**src/rtl/pxp_pkg.sv**
```systemverilog
package pxp_pkg;
    localparam int CH_W       = 8;
    localparam int WORD_BYTES = 4;
    localparam int WORD_W     = CH_W * WORD_BYTES;
    localparam int HOLD_W     = CH_W * (WORD_BYTES - 1);
    localparam int CNT_W      = $clog2(2 * WORD_BYTES);
    localparam int FMT_W      = 4;

    typedef struct packed {
        logic [CH_W-1:0] a;
        logic [CH_W-1:0] r;
        logic [CH_W-1:0] g;
        logic [CH_W-1:0] b;
    } argb_t;

    typedef enum logic [2:0] {
        ST_EMPTY,
        ST_HOLD1,
        ST_HOLD2,
        ST_HOLD3,
        ST_FLUSH1,
        ST_FLUSH2,
        ST_FLUSH3
    } pack_state_e;

    localparam logic [FMT_W-1:0] FMT_ABGR4444 = 4'd0;
    localparam logic [FMT_W-1:0] FMT_ARGB4444 = 4'd1;
    localparam logic [FMT_W-1:0] FMT_BGRA4444 = 4'd2;
    localparam logic [FMT_W-1:0] FMT_RGBA4444 = 4'd3;
    localparam logic [FMT_W-1:0] FMT_BGR565   = 4'd6;
    localparam logic [FMT_W-1:0] FMT_RGB565   = 4'd7;
    localparam logic [FMT_W-1:0] FMT_BGR888   = 4'd8;
    localparam logic [FMT_W-1:0] FMT_RGB888   = 4'd9;
    localparam logic [FMT_W-1:0] FMT_ABGR8888 = 4'd12;
    localparam logic [FMT_W-1:0] FMT_ARGB8888 = 4'd13;
    localparam logic [FMT_W-1:0] FMT_BGRA8888 = 4'd14;
    localparam logic [FMT_W-1:0] FMT_RGBA8888 = 4'd15;
endpackage

```
**src/rtl/pxp_convert.sv**
```systemverilog
// Maps one ARGB pixel to its memory layout, right-aligned, with its byte size.
module pxp_convert
    import pxp_pkg::*;
(
    input  logic [FMT_W-1:0]  fmt,
    input  logic              alpha_en,
    input  logic              alpha_inv,
    input  argb_t             pix,
    output logic [WORD_W-1:0] value,
    output logic [CNT_W-1:0]  nbytes,
    output logic              bad
);
    localparam int H = CH_W - 1;

    logic [CH_W-1:0] a8;

    // Stored alpha (optionally complemented) or the constant fill.
    assign a8 = alpha_en ? (pix.a ^ {CH_W{alpha_inv}}) : {CH_W{~alpha_inv}};

    always_comb begin
        value  = '0;
        nbytes = '0;
        bad    = 1'b0;
        case (fmt)
            FMT_ABGR4444: begin
                value[15:0] = {a8[H -: 4], pix.b[H -: 4], pix.g[H -: 4], pix.r[H -: 4]};
                nbytes = CNT_W'(2);
            end
            FMT_ARGB4444: begin
                value[15:0] = {a8[H -: 4], pix.r[H -: 4], pix.g[H -: 4], pix.b[H -: 4]};
                nbytes = CNT_W'(2);
            end
            FMT_BGRA4444: begin
                value[15:0] = {pix.b[H -: 4], pix.g[H -: 4], pix.r[H -: 4], a8[H -: 4]};
                nbytes = CNT_W'(2);
            end
            FMT_RGBA4444: begin
                value[15:0] = {pix.r[H -: 4], pix.g[H -: 4], pix.b[H -: 4], a8[H -: 4]};
                nbytes = CNT_W'(2);
            end
            FMT_BGR565: begin
                value[15:0] = {pix.b[H -: 5], pix.g[H -: 6], pix.r[H -: 5]};
                nbytes = CNT_W'(2);
            end
            FMT_RGB565: begin
                value[15:0] = {pix.r[H -: 5], pix.g[H -: 6], pix.b[H -: 5]};
                nbytes = CNT_W'(2);
            end
            FMT_BGR888: begin
                value[23:0] = {pix.b, pix.g, pix.r};
                nbytes = CNT_W'(3);
            end
            FMT_RGB888: begin
                value[23:0] = {pix.r, pix.g, pix.b};
                nbytes = CNT_W'(3);
            end
            FMT_ABGR8888: begin
                value  = {a8, pix.b, pix.g, pix.r};
                nbytes = CNT_W'(4);
            end
            FMT_ARGB8888: begin
                value  = {a8, pix.r, pix.g, pix.b};
                nbytes = CNT_W'(4);
            end
            FMT_BGRA8888: begin
                value  = {pix.b, pix.g, pix.r, a8};
                nbytes = CNT_W'(4);
            end
            FMT_RGBA8888: begin
                value  = {pix.r, pix.g, pix.b, a8};
                nbytes = CNT_W'(4);
            end
            default: bad = 1'b1;
        endcase
    end
endmodule

```
**src/rtl/pxp_strobe.sv**
```systemverilog
// Lane strobes: the low cnt lanes, gated by the byte-enable mask.
module pxp_strobe
    import pxp_pkg::*;
(
    input  logic [CNT_W-1:0]      cnt,
    input  logic [WORD_BYTES-1:0] byte_en,
    output logic [WORD_BYTES-1:0] strb
);
    for (genvar i = 0; i < WORD_BYTES; i++) begin : g_lane
        assign strb[i] = byte_en[i] & (CNT_W'(i) < cnt);
    end
endmodule

```
**src/rtl/pix_packer.sv**
```systemverilog
module pix_packer
    import pxp_pkg::*;
(
    input  logic                  clk,
    input  logic                  rst_n,
    input  logic [FMT_W-1:0]      cfg_fmt,
    input  logic                  cfg_alpha_en,
    input  logic                  cfg_alpha_inv,
    input  logic [WORD_BYTES-1:0] cfg_byte_en,
    input  logic                  pix_valid,
    input  logic [WORD_W-1:0]     pix_argb,
    input  logic                  pix_eol,
    output logic                  pix_ready,
    output logic                  wr_valid,
    output logic [WORD_W-1:0]     wr_data,
    output logic [WORD_BYTES-1:0] wr_strb,
    output logic                  fmt_err
);
    localparam int MERGE_W = WORD_W + HOLD_W;

    pack_state_e           state_q, state_d;
    logic [HOLD_W-1:0]     hold_q, hold_d;
    logic [WORD_W-1:0]     value, wd_d;
    logic [CNT_W-1:0]      nbytes, held, total, rem, lane_cnt;
    logic [MERGE_W-1:0]    merged;
    logic [WORD_BYTES-1:0] strb_w;
    logic                  bad, flushing, accept, full, wv_d;

    pxp_convert u_conv (
        .fmt       (cfg_fmt),
        .alpha_en  (cfg_alpha_en),
        .alpha_inv (cfg_alpha_inv),
        .pix       (argb_t'(pix_argb)),
        .value     (value),
        .nbytes    (nbytes),
        .bad       (bad)
    );

    pxp_strobe u_strb (
        .cnt     (lane_cnt),
        .byte_en (cfg_byte_en),
        .strb    (strb_w)
    );

    function automatic pack_state_e next_of(input logic [CNT_W-1:0] left, input logic eol);
        unique case (left)
            CNT_W'(1): next_of = eol ? ST_FLUSH1 : ST_HOLD1;
            CNT_W'(2): next_of = eol ? ST_FLUSH2 : ST_HOLD2;
            CNT_W'(3): next_of = eol ? ST_FLUSH3 : ST_HOLD3;
            default:   next_of = ST_EMPTY;
        endcase
    endfunction

    always_comb begin
        held     = '0;
        flushing = 1'b0;
        unique case (state_q)
            ST_EMPTY:  held = CNT_W'(0);
            ST_HOLD1:  held = CNT_W'(1);
            ST_HOLD2:  held = CNT_W'(2);
            ST_HOLD3:  held = CNT_W'(3);
            ST_FLUSH1: begin held = CNT_W'(1); flushing = 1'b1; end
            ST_FLUSH2: begin held = CNT_W'(2); flushing = 1'b1; end
            ST_FLUSH3: begin held = CNT_W'(3); flushing = 1'b1; end
            default:   held = CNT_W'(0);
        endcase
    end

    assign pix_ready = ~flushing;
    assign accept    = pix_valid & pix_ready & ~bad;
    assign total     = held + nbytes;
    assign full      = total >= CNT_W'(WORD_BYTES);
    assign rem       = full ? total - CNT_W'(WORD_BYTES) : total;
    assign merged    = ({{HOLD_W{1'b0}}, value} << (held * CH_W)) | {{WORD_W{1'b0}}, hold_q};
    assign lane_cnt  = flushing ? held : CNT_W'(WORD_BYTES);

    // Next state, pending bytes and the word to register.
    always_comb begin
        state_d = state_q;
        hold_d  = hold_q;
        wv_d    = 1'b0;
        wd_d    = '0;
        unique case (state_q)
            ST_FLUSH1, ST_FLUSH2, ST_FLUSH3: begin
                wv_d    = 1'b1;
                wd_d    = {{CH_W{1'b0}}, hold_q};
                hold_d  = '0;
                state_d = ST_EMPTY;
            end
            default: begin
                if (accept) begin
                    hold_d  = full ? merged[WORD_W +: HOLD_W] : merged[HOLD_W-1:0];
                    wv_d    = full;
                    wd_d    = full ? merged[WORD_W-1:0] : '0;
                    state_d = next_of(rem, pix_eol);
                end
            end
        endcase
    end

    // State register.
    always_ff @(posedge clk or negedge rst_n) begin
        if (!rst_n) begin
            state_q <= ST_EMPTY;
            hold_q  <= '0;
        end else begin
            state_q <= state_d;
            hold_q  <= hold_d;
        end
    end

    // Output registers.
    always_ff @(posedge clk or negedge rst_n) begin
        if (!rst_n) begin
            wr_valid <= 1'b0;
            wr_data  <= '0;
            wr_strb  <= '0;
            fmt_err  <= 1'b0;
        end else begin
            wr_valid <= wv_d;
            wr_data  <= wd_d;
            wr_strb  <= wv_d ? strb_w : '0;
            fmt_err  <= fmt_err | (pix_valid & pix_ready & bad);
        end
    end
endmodule

```
**config.mk**
```make
export PLATFORM = sky130hd
export DESIGN_NAME = pix_packer
export DESIGN_NICKNAME = d
export VERILOG_FILES = /design/src/rtl/pxp_pkg.sv /design/src/rtl/pxp_convert.sv /design/src/rtl/pxp_strobe.sv /design/src/rtl/pix_packer.sv
export SDC_FILE = /design/constraint.sdc
export NUM_CORES = 1
export LEC_CHECK = 0
export BUFFER_PORTS_ARGS = -buffer_cell sky130_fd_sc_hd__buf_2
export CAP_MARGIN = 20
export CORE_MARGIN = 10
export CORE_UTILIZATION = 45
export DETAILED_ROUTE_END_ITERATION = 8
export MAX_ROUTING_LAYER = met4
export PLACE_DENSITY = 0.67
export SLEW_MARGIN = 5
export SYNTH_ARGS = -nofsm -noshare
export SYNTH_HDL_FRONTEND = slang
export SYNTH_SLANG_ARGS = --single-unit
```
**constraint.sdc**
```tcl
create_clock -name clk -period 6.2 [get_ports clk]
set_clock_uncertainty 0.15 [all_clocks]
set_input_delay 0.93 -clock clk [delete_from_list [all_inputs] [get_ports clk]]
set_output_delay 0.93 -clock clk [all_outputs]
set_load 0.01 [all_outputs]
```
# Yosys cells after proc, flatten, opt, wreduce, memory -nomap -nowiden
# Index checks and enable logic that the tools add are counted.
[op_classes]
n_addsub = 2
n_lt_le_gt_ge = 5
n_eq_ne = 20
shifts = 1
mux = 25
bitwise_logic = 12
n_reduce_logical = 14
[ops]
columns = ["op", "count"]
rows = [
  ["16-bit case mux with 10 select lines", 1],
  ["32-bit two-way mux", 3],
  ["24-bit two-way mux", 3],
  ["56-bit by 24-bit OR with 56-bit output", 1],
  ["32-bit by 6-bit left shift with 56-bit output", 1],
  ["8-bit case mux with 3 select lines", 2],
  ["4-bit == test, second input constant", 6],
  ["3-bit two-way mux", 7],
  ["3-bit case mux with 3 select lines", 2],
  ["2-bit OR reduction", 8],
  ["3-bit by 2-bit == test with 1-bit output, second input constant", 4],
  ["12-bit OR reduction", 1],
  ["3-bit == test, second input constant", 3],
  ["4-bit by 2-bit == test with 1-bit output, second input constant", 2],
  ["4-bit by 3-bit == test with 1-bit output, second input constant", 2],
  ["8-bit two-way mux", 1],
  ["8-bit bitwise XOR", 1],
  ["1-bit AND", 7],
  ["3-bit by 1-bit == test with 1-bit output, second input constant", 2],
  ["1-bit by 3-bit less-than comparator with 1-bit output, first input constant", 2],
  ["2-bit by 3-bit less-than comparator with 1-bit output, first input constant", 2],
  ["2-bit case mux with 3 select lines", 1],
  ["6-bit OR reduction", 1],
  ["4-bit by 1-bit == test with 1-bit output, second input constant", 1],
  ["other kinds (11)", 15],
]
[word_totals]
register_bits = 65
out_inout_bits = 39

# Depth between registers and ports, before layout
[logic_depth]
ltp_word = 10
mapped_depth = 14

# Modules after synthesis
# From an unflattened synthesis, not the netlist that was laid out.
[unflattened]
cells_unflattened = 552
area_unflattened_um2 = 4882.2
[by_module_without_submodules]
columns = ["module", "instances", "cells_per_inst", "area_per_inst_um2"]
rows = [
  ["pix_packer", 1, 350, 3618.5],
  ["pxp_convert", 1, 197, 1228.7],
  ["pxp_strobe", 1, 5, 35.0],
]

# Worst setup path after synthesis
# Ideal clock, no wire load.
[synth_path]
kind = "in2reg"
from = "in cfg_fmt[2]"
to = "reg hold_q[7]"
setup_time_ns = 0.127
t_arrival_ns = 3.122
required_time_ns = 5.923
path_slack_ns = 2.801
stages = 13
n_path_buf = 5
path_cell_list = "buf_6 > buf_6 > buf_2 > nor2_1 > ha_1 > fa_1 > clkbuf_1 > xor2_1 > nor3_2 > nor2_2 > buf_2 > o31ai_1 > nand2_1"
[synth_via]
elab_chain_cells = 8
elab_cells_between_ends = 33
classes_between = "add/sub: 1; order compare: 1; eq/ne: 11; shift: 1; mux: 7; bitwise: 2; reduce/logical: 10"
[synth_rtl]
columns = ["item", "line", "source"]
rows = [
  ["start, declared", "pix_packer.sv:6", "input logic [FMT_W-1:0] cfg_fmt,"],
  ["4-bit by 1-bit == test with 1-bit output (tied with other cells)", "pxp_convert.sv:24", "case (fmt)"],
  ["6-bit OR reduction (no line) (tied with other cells)", "-", ""],
  ["3-bit case mux with 3 select lines (tied with other cells)", "pxp_convert.sv:24", ""],
  ["3-bit adder or 32-bit by 6-bit left shift with 56-bit output (tied branches)", "pix_packer.sv:71, pix_packer.sv:74", ""],
  ["3-bit greater-or-equal comparator or 56-bit by 24-bit OR with 56-bit output (tied branches)", "pix_packer.sv:72, pix_packer.sv:74", ""],
  ["24-bit two-way mux", "pix_packer.sv:92", "hold_d = full ? merged[WORD_W +: HOLD_W] : merged[HOLD_W-1:0];"],
  ["24-bit two-way mux", "pix_packer.sv:91", "if (accept) begin"],
  ["24-bit two-way mux", "pix_packer.sv:83", "unique case (state_q)"],
  ["end signal, assigned", "pix_packer.sv:108", "hold_q <= hold_d;"],
  ["end, declared", "pix_packer.sv:22", "logic [HOLD_W-1:0] hold_q, hold_d;"],
]
# Several ways; a longest one is shown, not always the timed one. The select of a mux whose other input is x is not followed.
# A chain may end at the register's enable or synchronous reset.

# Worst setup path in the final report
[layout_path]
from = "reg state_q[0]"
to = "reg hold_q[21]"
[layout_via]
elab_chain_cells = 8
elab_cells_between_ends = 23
classes_between = "add/sub: 1; order compare: 1; eq/ne: 6; shift: 1; mux: 5; bitwise: 4; reduce/logical: 5"
[layout_rtl]
columns = ["item", "line", "source"]
rows = [
  ["start, declared", "pix_packer.sv:21", "pack_state_e state_q, state_d;"],
  ["start signal, assigned", "pix_packer.sv:107", "state_q <= state_d;"],
  ["3-bit == test (tied with other cells)", "pix_packer.sv:57, pix_packer.sv:83", ""],
  ["2-bit OR reduction (no line)", "-", ""],
  ["2-bit case mux with 3 select lines", "pix_packer.sv:57", "unique case (state_q)"],
  ["3-bit adder or 32-bit by 6-bit left shift with 56-bit output (tied branches)", "pix_packer.sv:71, pix_packer.sv:74", ""],
  ["3-bit greater-or-equal comparator or 56-bit by 24-bit OR with 56-bit output (tied branches)", "pix_packer.sv:72, pix_packer.sv:74", ""],
  ["24-bit two-way mux", "pix_packer.sv:92", ""],
  ["24-bit two-way mux", "pix_packer.sv:91", ""],
  ["24-bit two-way mux", "pix_packer.sv:83", ""],
]
# Several ways; a longest one is shown, not always the timed one. The select of a mux whose other input is x is not followed.

==> flow_summary.toml <==
[outcome]
status = "finished clean"

[yosys]
synth-xor-area-share_pct = 2.62
syn_area_um2 = 4870
synth-adder-area-share_pct = 0.668
avgSynthCellArea_um2 = 8.44
synth-simple-area-share_pct = 23.0
synth-warning-count = 0
synth_top_family_by_area = "compound AO/OA/AOI/OAI gates"
synthMuxAreaShare_pct = 5.65
synth.net_count = 625
synth_compound_area_share_pct = 29.4
async_flop_share_pct = 100
synth_seq_cells = 65
synth_ff_type = "dfrtp_1"
synthCells = 577
yosysSeqAreaShare_pct = 33.4
synth_cell_types = 79
synth_edf_count = 0

[clock_tree]
post_cts_resized = 0
clk_pin_slew_ps = 80
cts_tree = "done"
cts_buffers = 9
root_buffer = "clkbuf_8"
clock_latency_ps = 340
cts.sinks = 65
hold_buffers = 0
cts_setup_buffers = 0
clockBufferDepth = 2
ctsHtreeMaxLevel = 3

[critical_path]
cp-start-kind = "flop"
r2r_slack_ps = 1720
rr_endpoint = "hold_q[21]"
critPathCaptureType = "flop"
path_max_fanout = 25
crit_path_max_incr_delay_ps = 850
crit_buf_inv = 4
r2r-start = "state_q[0]"
critPathSlowestCell = "nor2_2"
reg2regPathDepth = 12
cp_top_family = "buffers and inverters"
crit_arrival_ps = 4620
cp_data_required_time_ps = 6330
crit_type = "reg -> reg"
crit_chain = "nand2_1 -> xor2_1 -> buf_4 -> inv_1 -> fa_1 -> xor2_1 -> buf_4 -> nor3_2 -> nor2_2 -> inv_2 -> o21ai_0 -> o21a_1"

[floorplan]
initial_utilization_pct = 46.8
num_rows = 37
die_x_um = 124
num_io_pins = 85
core_area_um2 = 10400
die_area_um2 = 15400
die_y_um = 124

[pwr]
max-vdd-ir-drop_mv = 0.189
swShare_pct = 49.6
internal-power_w = 0.00113
clock_power_share_pct = 14.3
power.density_nw_per_um2 = 412
p_seq_share_pct = 28.2
power_switching_w = 0.00112
combPwrFrac_pct = 57.5
p_leak_nw = 2.47

[timing]
setup_viol = 0
slew_violations = 0
fmax_mhz = 223
hold_viol_final = 0
max-slew-margin-rel_pct = 29.4
period_needed_ps = 4480
worstMarginPinSlew_ps = 1050
rsz0062_at_grt = "false"
finalSetupTns_ps = 0
timing.final.crit_share_pct = 72.3

[routing]
drtPass1Iterations = 5
vias_per_cell = 6.36
vias = 4944
ant_nets = 0
wire_per_inst_um = 21.7
initialDrtViolationCount = 575
drc = 0
drt-total-wl_um = 16800

[layout]
drive_gt1_share_pct = 22.6
regArea_um2 = 1630
num-fill-cells = 1033
fin_nets = 684
diodes = 0
fin_area_um2 = 5460
syn_to_final_growth_pct = 12.1
multi_input_area_um2 = 2980

[global_route]
grt.total_usage_pct = 22.4
grt_max_degree = 66
grt_pass1_vias = 4878
grt_overflow = 0
grt_first_pass_wirelength_um = 26400
grt_antenna_before_repair = 0

[flow_run]
maxCapViolCount = 0

[placement]
portBuffers = 84
placed_area_um2 = 5280
dp_hpwl_um = 12300
place_congestion = 0.954

[worst_hold_path]
holdPathEnd = "fmt_err"
min_path_cells = 1
hold_class = "reg -> reg"
hp-start = "fmt_err"
-- per-layer routing --
layer / GRT usage (%) / part of all wire (%)
met4: 9.64 / 3.5
met5: - / 0
met2: 33.4 / 45
met3: 4.16 / 8.7
met1: 29.3 / 43
-- layout by cell type, fill, tap and decap left out, types with 12 or more instances in the layout --
| master | Yosys | layout |
|---|---|---|
| dfrtp_1 | 65 | 65 |
| a221oi_1 | 12 | 12 |
| mux2i_1 | 14 | 14 |
| buf_2 | 20 | 84 |
| nand2_1 | 51 | 51 |
| o21ai_0 | 25 | 25 |
| nor2b_1 | 13 | 13 |
| mux2_2 | 12 | 12 |
| a21oi_1 | 61 | 61 |
| nor2_1 | 73 | 73 |
| nand3_1 | 12 | 12 |
| nand2b_1 | 13 | 13 |
-- area by class of cell --
| cell class | count | share of cell area, % |
|---|---|---|
| inverter | 8 | 0.550 |
| timing repair buffer | 91 | 8.73 |
| sequential | 65 | 29.8 |
| clock buffer | 10 | 2.34 |
| tap | 136 | 3.12 |
| multi-input combinational | 461 | 54.7 |
| clock inverter | 6 | 0.802 |
-- worst reg2reg max path: stages, from the launching register on --
cell	delay (ps)
dfrtp_1	530
nand2_1	110
xor2_1	140
buf_4	290
inv_1	450
fa_1	710
xor2_1	210
buf_4	230
nor3_2	160
nor2_2	860
inv_2	280
o21ai_0	170
o21a_1	140
-- stage by stage --
stage	hold WS [ps]	setup WS [ps]	std cells	power, W	util (%)
final	338	1720	777	0.00225	52.4
after global routing	362	1360	777	0.00240	52.4
after CTS	342	1780	776	0.00222	52.3
after detailed placement	316	1450	760	0.00190	50.7
after global placement	302	1570	760	0.00189	50.7
after floorplan	297	2800	577	0.00150	-
-- flip-flops by register name, indices dropped and copies added, names as in the netlist --
register  cells
wr_data      32
wr_valid      1
fmt_err       1
wr_strb       4
hold_q       24
state_q       3
-- worst max-delay path by stage --
stage / from / to / slack (ps) / cells after the start
after detailed placement: cfg_fmt[3] / wr_data[11] / 1450 / 12
after global placement: cfg_fmt[3] / wr_strb[2] / 1570 / 11
after floorplan: cfg_fmt[2] / hold_q[7] / 2800 / 13
final: state_q[0] / hold_q[21] / 1720 / 12
after global routing: state_q[2] / hold_q[21] / 1360 / 12
after CTS: state_q[2] / wr_data[11] / 1780 / 12
-- cells by family (layout without fill, tap and decap cells) --
group	count (synthesis)	count (layout)
AND/OR/NAND/NOR	220	220
AO/OA/AOI/OAI	201	201
flip-flops	65	65
buffers and inverters	51	115
multiplexers	26	26
XOR/XNOR	12	12
adder cells (fa/ha/maj)	2	2
-- power groups by stage --
stage | Clock, W | Sequential (W) | Combinational [W]
final | 0.000321 | 0.000635 | 0.00129
after global routing | 0.000344 | 0.000650 | 0.00141
after floorplan | 0 | 0.000656 | 0.000845
after detailed placement | 0 | 0.000639 | 0.00126
after global placement | 0 | 0.000636 | 0.00125
after CTS | 0.000323 | 0.000634 | 0.00127
-- synthesized netlist by cell type, types with 6 or more instances --
master	n	area (um2)
a211oi_1	6	45.0
mux2i_1	14	140
mux2_2	12	135
o22ai_1	8	50.1
a22oi_1	7	52.6
and2_1	6	37.5
nand3b_1	7	52.6
nand2_1	51	191
nand3_1	12	60.1
a32oi_1	9	78.8
clkbuf_1	11	41.3
o21ai_0	25	125
nand2b_1	13	81.3
a31oi_1	7	43.8
a221oi_1	12	105
and3_1	8	50.1
nor2b_1	13	81.3
nor3_1	8	40.0
nor2_1	73	274
a21oi_1	61	305
xnor2_1	6	52.6
buf_2	20	100
o211ai_1	9	67.6
dfrtp_1	65	1630
(Power assumes the default switching activity.)
